[src/rtl/auto_online_ctrl.sv]
module auto_online_ctrl #(
  parameter int CLK_HZ  = 125_000_000,
  parameter int NUM_RX  = 2,
  parameter int IDLE_US = 20,
  parameter int RAIL_US = 200
) (
  input  logic              clk,
  input  logic              rst_n,
  input  logic              shdn_n,
  input  logic              force_on,
  input  logic              rx_hiz,
  input  logic [NUM_RX-1:0] rx_valid,
  output logic              pump_en,
  output logic              rx_out_en,
  output logic              link_up,
  output logic              rails_ok
);
  localparam int PER_US   = (CLK_HZ / 1_000_000 < 1) ? 1 : CLK_HZ / 1_000_000;
  localparam int IDLE_CYC = (PER_US * IDLE_US < 1) ? 1 : PER_US * IDLE_US;
  localparam int RAIL_CYC = (PER_US * RAIL_US < 1) ? 1 : PER_US * RAIL_US;
  localparam int IW = $clog2(IDLE_CYC + 1);
  localparam int RW = $clog2(RAIL_CYC + 1);
  localparam int SW = NUM_RX + 3;
  localparam logic [SW-1:0] SYNC_RST = {1'b1, {(SW-1){1'b0}}};

  logic [SW-1:0] meta, sync;
  logic hiz_s, force_s, shdn_s, any_act, auto_m, idle_done;
  logic [NUM_RX-1:0] valid_s;
  logic [IW-1:0] idle_cnt;
  logic [RW-1:0] rail_cnt;

  always_ff @(posedge clk or negedge rst_n) begin
    if (!rst_n) begin
      meta <= SYNC_RST;
      sync <= SYNC_RST;
    end else begin
      meta <= {rx_hiz, force_on, shdn_n, rx_valid};
      sync <= meta;
    end
  end

  assign hiz_s     = sync[SW-1];
  assign force_s   = sync[SW-2];
  assign shdn_s    = sync[SW-3];
  assign valid_s   = sync[NUM_RX-1:0];
  assign any_act   = |valid_s;
  assign auto_m    = shdn_s & ~force_s;
  assign idle_done = (idle_cnt == IW'(IDLE_CYC - 1));

  always_ff @(posedge clk or negedge rst_n) begin
    if (!rst_n) begin
      pump_en  <= 1'b0;
      idle_cnt <= '0;
      link_up  <= 1'b0;
    end else begin
      link_up <= shdn_s & any_act;
      if (!shdn_s) begin
        pump_en  <= 1'b0;
        idle_cnt <= '0;
      end else if (force_s || any_act) begin
        pump_en  <= 1'b1;
        idle_cnt <= '0;
      end else if (pump_en) begin
        if (idle_done) begin
          pump_en  <= 1'b0;
          idle_cnt <= '0;
        end else begin
          idle_cnt <= idle_cnt + 1'b1;
        end
      end
    end
  end

  always_ff @(posedge clk or negedge rst_n) begin
    if (!rst_n)                      rail_cnt <= '0;
    else if (!pump_en)               rail_cnt <= '0;
    else if (rail_cnt != RW'(RAIL_CYC)) rail_cnt <= rail_cnt + 1'b1;
  end

  assign rails_ok  = pump_en && (rail_cnt == RW'(RAIL_CYC));
  assign rx_out_en = ~hiz_s;
endmodule

[config.mk]
export PLATFORM = sky130hd
export DESIGN_NAME = auto_online_ctrl
export DESIGN_NICKNAME = d
export VERILOG_FILES = /design/src/rtl/auto_online_ctrl.sv
export SDC_FILE = /design/constraint.sdc
export NUM_CORES = 1
export LEC_CHECK = 0
export ABC_AREA = 1
export BUFFER_PORTS_ARGS = -buffer_cell sky130_fd_sc_hd__buf_2
export CORE_MARGIN = 2
export CORE_UTILIZATION = 39
export CTS_CLUSTER_SIZE = 8
export DETAILED_ROUTE_END_ITERATION = 7
export PLACE_DENSITY = 0.56
export SLEW_MARGIN = 20
export SYNTH_ARGS = -nofsm -noshare
export SYNTH_HDL_FRONTEND = slang
export SYNTH_SLANG_ARGS = --single-unit
[constraint.sdc]
create_clock -name clk -period 1.58 [get_ports clk]
set_input_delay 0.237 -clock clk [delete_from_list [all_inputs] [get_ports clk]]
set_output_delay 0.237 -clock clk [all_outputs]
set_load 0.01 [all_outputs]
---- After elaboration in Yosys (flattened, before gate mapping) ----
Index checks and enable logic that the tools add are counted.
word-level totals
  input port bits ......................... 7
  word-level logic and storage cells ...... 28
  register bits after elaboration ......... 39
cells by class
  bitwise gates (word level) .............. 2
  add/subtract/negate cells ............... 2
  muxes and demuxes ....................... 10
  reductions and logical operators ........ 3
  equality and inequality tests ........... 5
operators with widths
  cell                                                   number
  two-way mux 12 bit                                     4
  two-way mux 15 bit                                     2
  adder 15 x 1 -> 15 bit, second input constant          1
  == test 15 bit, second input constant                  1
  inequality test 15 bit, second input constant          1
  adder 12 x 1 -> 12 bit, second input constant          1
  == test 12 bit, second input constant                  1
  two-way mux 1 bit                                      4
  inequality test 3 x 2 -> 1 bit, second input constant  1
  inequality test 2 x 1 -> 1 bit, second input constant  1
  OR reduction 2 bit                                     1
  AND 1 bit                                              1
  logical AND 1 bit                                      1
  logical OR 1 bit                                       1
  NOT 1 bit                                              1

---- Depth between registers and ports, before layout ----
Gate-level depths: netlist of run 1.
  depth in word-level cells ............... 5
  gate-level depth with buffers ........... 9
  mapped depth without buffers ............ 9

---- Worst setup path after synthesis of run 1 ----
Ideal clock, no wire load.
  kind .................................... reg-to-output
  start ................................... register pump_en
  end ..................................... output port rails_ok
  stages on the path, launching flop included .. 3
  path slack .............................. 0.287 ns
  buffers on the path ..................... 0
  arrival ................................. 1.056 ns
  cell sequence ........................... dfrtp_1 inv_1 nor4_1
between the ends
  word-level cells in the longest chain between the ends .. 1
RTL lines
  what                    line  text
  from (decl)             13    output logic pump_en,
  from (signal assigned)  52    pump_en <= 1'b0;
  from (signal assigned)  58    pump_en <= 1'b0;
  from (signal assigned)  61    pump_en <= 1'b1;
  logical AND 1 bit       80    assign rails_ok = pump_en && (rail_cnt == RW'(RAIL_CYC));
  to (decl)               16    output logic rails_ok
No other way between the ends.

---- Worst setup path after layout of run 1 ----
  start ................................... register rail_cnt[1]
  end ..................................... output port rails_ok
between the ends
  word-level cells in the longest chain between the ends .. 2
RTL lines
  what                    line  text
  from (decl)             30    logic [RW-1:0] rail_cnt;
  from (signal assigned)  77    else if (rail_cnt != RW'(RAIL_CYC)) rail_cnt <= rail_cnt + 1'b1;
  == test 15 bit          80
  logical AND 1 bit       80
No other way between the ends.

==> out/qor.yml, run 1 <==
crit_fanout: 2
cp-start-kind: "flop"
synth_top_area_share_pct: 47.3
setup_viol: 1
drc_errors: 0
crit_slowest_cell: "dfrtp_1"
place.gp.congestion: 0.831
cts_buffer_depth: 2
coreArea_um2: 4790
holdCritPathClass: "in2reg"
nNetsFinal: 286
clk_pin_slew_worst_paths_ns: 0.08
hold_slack_ns: 0.0334
yosysWarnings: 0
hpwlAfterDp_um: 2800
utilization_pct: 47.7
layout_commonest_cell: "nand2_1"
cts_max_level: 2
critPathRequiredTime_ns: 1.34
grt_max_degree: 22
grt.total_usage_pct: 16.5
grt_pass1_wl_um: 6970
final_cell_mix: "nand2_1 (61), nor2_1 (44), dfrtp_1 (37)"
placed_cell_area_um2: 2110
fin_area_um2: 2280
status: "finished, violations left"
worst_slack_ns: -0.0580
muxShareOfSynthArea_pct: 0
final_max_slew_viol_count: 0
ir_worst_vdd_mv: 0.500
synth_xor_area_share_pct: 1.79
design.die.area_um2: 5600
dpl.cell_count: 328
worst_pin_slew_ns: 0.448
grt_pass1_vias: 1540
synth_top_family_by_area: "simple AND/OR/NAND/NOR gates"
routed-wl-met3_um: 134
die_w_um: 74.8
cts_tree: "yes"
fin_worst_skew_ns: 0.0113
syn_inst: 250
vias: 1618
max_cap_viol_count: 0
viasPerCell: 4.72
area_delta_synth_final_pct: 16.6
numCtsBuffers: 5
dr_wl_met2_um: 1730
ios: 11
place.port_buffers: 10
cpLargestDelayFamily: "flip-flops"
ys_seq_elements: 39
rsz0062_at_grt: "true"
wirelength_um: 3960
drt_first_iter_violations: 80
die_h_um: 74.8
drt_pass1_iterations: 4
synth_area_per_cell_um2: 7.82
wl_per_cell_um: 11.5
antenna_found_initial: 0
path_cells: "inv_2 -> ha_4 -> nand4_1 -> nor4_2 -> buf_2"
ant_nets: 0
std_cell_rows: 25
power_density_nw_per_um2: 823
overflow: 0
syn-num-nets: 261
max_slew_margin_pct: 70.1
violations: "setup timing"
synthDistinctLibCells: 24
crit_path_end_kind: "primary output"
yosys.area_share.simple_pct: 32.9
post-route-min-period_ns: 1.64
cp.arrival_ns: 1.40
ys_seq_area_share_pct: 50.0
crit_buf_inv: 2
drive_gt1_share_pct: 17.0
m1WireLength_um: 2040
clkSinkCount: 39
slowest_delay_ns: 0.40
synthAdderAreaFrac_pct: 2.56
timing.final.crit_share_pct: 104
hold_violations: 0
power.leakage_nw: 1.01
n_antenna_cell: 0
path_class: "reg2out"
start_util_pct: 40.9
fin_cells: 343
synth_compound_area_share_pct: 5.37
cts_root_buffer: "clkbuf_8"
fill_cells: 484
synth_area_leaders: "dfrtp_1 (47%), nand2_1 (12%), nor2_1 (8.4%), inv_1 (6.1%), nand3_1 (4.4%)"
fmax_mhz: 611
clock_latency_ns: 0.30
synth_top_area_cell: "dfrtp_1"
syn_area_um2: 1960
routed.top_layer: "met4"
==> Yosys cell counts <==
cell / number
nand4_1: 7
and2_2: 1
inv_2: 2
nor2_2: 2
nor2_1: 44
a21oi_1: 12
buf_2: 1
nor3_2: 2
o21ai_0: 6
buf_6: 1
inv_1: 32
o21ai_2: 1
dfstp_2: 2
nor3_1: 8
nand2_2: 2
nand3_2: 1
dfrtp_1: 37
nor2_4: 1
nand2_1: 61
o22ai_1: 1
nor4_1: 1
nand3_1: 17
xor2_1: 4
ha_1: 4
==> stage by stage <==
step	power (W)	setup WS [ns]	TNS (ns)
global placement	0.00119	0.192	0
CTS	0.00191	-0.0589	-0.0589
floorplan	0.00113	0.287	0
global route	0.00196	-0.154	-0.154
finish	0.00188	-0.0580	-0.0580
detailed placement	0.00119	0.149	0
==> path summary, 6_finish.rpt <==
| check | from | end | slack (ns) | cells after the start |
|---|---|---|---|---|
| max | rail_cnt[1]$_DFFE_PN0N_ | rails_ok | -0.06 | 5 |
| min | rx_hiz | meta[4]$_DFF_PN1_ | 0.03 | 1 |
| max reg2reg | rail_cnt[0]$_DFFE_PN0N_ | rail_cnt[10]$_DFFE_PN0N_ | 0.13 | 7 |
| min reg2reg | meta[1]$_DFF_PN0_ | sync[1]$_DFF_PN0_ | 0.35 | 0 |
| max in group asynchronous | rst_n | idle_cnt[8]$_DFFE_PN0P_ | 0.70 | 3 |
| min in group asynchronous | rst_n | rail_cnt[13]$_DFFE_PN0N_ | 0.41 | 2 |
==> kinds of logic (layout without fill, tap and decap cells) <==
logic type	after synthesis	after routing
flops	39	39
buf+inv	36	62
simple gates	147	147
fa+ha+maj	4	4
xor+xnor	4	4
compound gates	20	20
==> what timing repair did <==
item	in CTS	in global routing
buffers inserted	4	2
pin swaps	3	2
gates resized for setup	5	3
hold buffers	1	0
endpoints found under the hold margin	16	0
setup endpoints to repair	1	3
==> worst register-to-register path, delay by kind of cell (launching register included) <==
kind	cells	cell delay, ns
AOI/OAI and AO/OA	2	0.32
adders and majority gates	1	0.18
buffers and inverters	1	0.13
DFF	1	0.37
and+or+nand+nor	3	0.32
==> routing by layer <==
metal  vias up  GRT usage [%]
li1        837              -
met1       749           23.4
met2        26           24.9
met3         6           4.02
met4         0           5.36
met5         -              0
==> registers in the layout, indices dropped and copies added, names as in the netlist <==
register,count
idle_cnt,12
link_up,1
meta,5
rail_cnt,15
sync,5
pump_en,1
==> cell type report <==
| cell class | instances | area, um^2 | share of cell area (%) |
|---|---|---|---|
| clock buffer | 5 | 68.8 | 3.02 |
| clock inverter | 3 | 25.0 | 1.10 |
| inverter | 34 | 128 | 5.60 |
| multi-input combinational | 175 | 857 | 37.6 |
| sequential | 39 | 978 | 42.9 |
| tap | 67 | 83.8 | 3.68 |
| timing repair buffer | 20 | 140 | 6.14 |
==> where the power goes <==
group / total (W) / internal (W) / switching [W]
Sequential: 0.00105 / 0.00103 / 0.0000188
Combinational: 0.000130 / 0.0000516 / 0.0000786
Clock: 0.000698 / 0.000315 / 0.000383
Note: power is estimated with default switching activity, not from simulation.
==> run 2: changes to the inputs <==
- RECOVER_POWER: unset -> 25
==> run 2 against run 1 <==
Compared with the run above:
- the flow still finishes with violations (setup timing)
- clock skew stayed put
- first-iteration DRC count is the same
- worst hold slack unchanged
- critical path type unchanged
- power hardly changed
==> out/qor.yml, run 2 (synthesis gave the netlist of run 1 again) <==
fin_area_um2: 2280
start_util_pct: 40.9
placed_cell_area_um2: 2110
slowest_delay_ns: 0.40
dr_wl_met2_um: 1730
status: "finished, violations left"
die_h_um: 74.8
wirelength_um: 3960
hold_violations: 0
crit_path_end_kind: "primary output"
numCtsBuffers: 5
antenna_found_initial: 0
regMostFlops: "rail_cnt"
drt_pass1_iterations: 4
crit_buf_inv: 2
die_w_um: 74.8
clock_latency_ns: 0.30
wl_per_cell_um: 11.5
layout_commonest_cell: "nand2_1"
fill_cells: 484
setup_viol: 1
routed.top_layer: "met4"
holdCritPathClass: "in2reg"
area_delta_synth_final_pct: 16.6
rsz0062_at_grt: "true"
path_cells: "inv_2 -> ha_4 -> nand4_1 -> nor4_2 -> buf_2"
grt_pass1_wl_um: 6970
drt_first_iter_violations: 80
p_clk_share_pct: 37.2
grt_pass1_vias: 1540
drive_gt1_share_pct: 17.0
crit_slowest_cell: "dfrtp_1"
place.gp.congestion: 0.831
worst_pin_slew_ns: 0.497
path_class: "reg2out"
std_cell_rows: 25
ios: 11
m1WireLength_um: 2040
nNetsFinal: 286
sequentialPowerShare_pct: 55.9
cpLargestDelayFamily: "flip-flops"
max_slew_margin_pct: 66.9
largest_reg_flops: 15
fmax_mhz: 611
cts_root_buffer: "clkbuf_8"
routed-wl-met3_um: 134
timing.final.crit_share_pct: 104
grt.total_usage_pct: 16.5
grt_max_degree: 22
final_max_slew_viol_count: 0
p_int_w: 0.00140
post-route-min-period_ns: 1.64
overflow: 0
power.leakage_nw: 1.01
viasPerCell: 4.72
drc_errors: 0
max_cap_viol_count: 0
hpwlAfterDp_um: 2800
place.port_buffers: 10
violations: "setup timing"
utilization_pct: 47.7
final_cell_mix: "nand2_1 (61), nor2_1 (44), dfrtp_1 (37)"
fin_worst_skew_ns: 0.0113
cts_max_level: 2
vias: 1618
cp-start-kind: "flop"
ir_worst_vdd_mv: 0.500
reg_top3: "rail_cnt: 15 flops, idle_cnt: 12 flops"
critPathRequiredTime_ns: 1.34
comb_power_share_pct: 6.9
switchingPower_w: 0.000480
design.die.area_um2: 5600
cts_tree: "yes"
ant_nets: 0
preCtsSetupSlack_ns: 0.149
worst_slack_ns: -0.0580
p_sw_share_pct: 25.6
coreArea_um2: 4790
cp.arrival_ns: 1.40
finalPower_w: 0.00188
clk_pin_slew_worst_paths_ns: 0.08
power_density_nw_per_um2: 823
cts_buffer_depth: 2
n_antenna_cell: 0
clkSinkCount: 39
crit_fanout: 2
## run 2: what timing repair did
item	CTS	global route
hold endpoints to repair	16	0
endpoints found under the setup margin	1	3
pin swaps	3	2
resized for setup	5	3
setup buffers	4	2
hold buffers	1	0
## run 2: path summary, 6_finish.rpt
check	end	depth (start not counted)	slack [ns]	from
setup / recovery	rails_ok	5	-0.06	rail_cnt[1]$_DFFE_PN0N_
max in group asynchronous	idle_cnt[8]$_DFFE_PN0P_	3	0.66	rst_n
min in group asynchronous	rail_cnt[13]$_DFFE_PN0N_	2	0.43	rst_n
setup reg to reg	rail_cnt[10]$_DFFE_PN0N_	7	0.13	rail_cnt[0]$_DFFE_PN0N_
hold / removal	meta[4]$_DFF_PN1_	1	0.03	rx_hiz
hold reg to reg	sync[1]$_DFF_PN0_	0	0.35	meta[1]$_DFF_PN0_
## run 2: per-layer routing
metal,GRT usage [%],vias up
met5,0,-
met2,24.9,26
met3,4.02,6
li1,-,837
met4,5.36,0
met1,23.4,749
## run 2: through the flow
step	hold WS [ns]	std cells	TNS [ns]
after detailed placement	0.209	328	0
final	0.0334	343	-0.0580
after floorplan	-0.0586	250	0
after global routing	0.0140	343	-0.154
after global placement	0.213	328	0
after CTS	0.0221	341	-0.0589
## run 2: cell type report
type / count / area [um^2] / share of cell area (%)
clock inverters: 3 / 25.0 / 1.10
inverters: 34 / 128 / 5.60
clock buffers: 5 / 68.8 / 3.02
multi-input cells: 175 / 857 / 37.6
repair buffers: 20 / 140 / 6.14
flip-flops and latches: 39 / 978 / 42.9
well taps: 67 / 83.8 / 3.68
## run 2: power by group through the flow
stage	clock network (W)	logic, W	registers [W]
floorplan	0	0.0000582	0.00107
global placement	0	0.000116	0.00107
detailed placement	0	0.000115	0.00107
CTS	0.000725	0.000133	0.00105
global route	0.000756	0.000152	0.00105
finish	0.000698	0.000130	0.00105
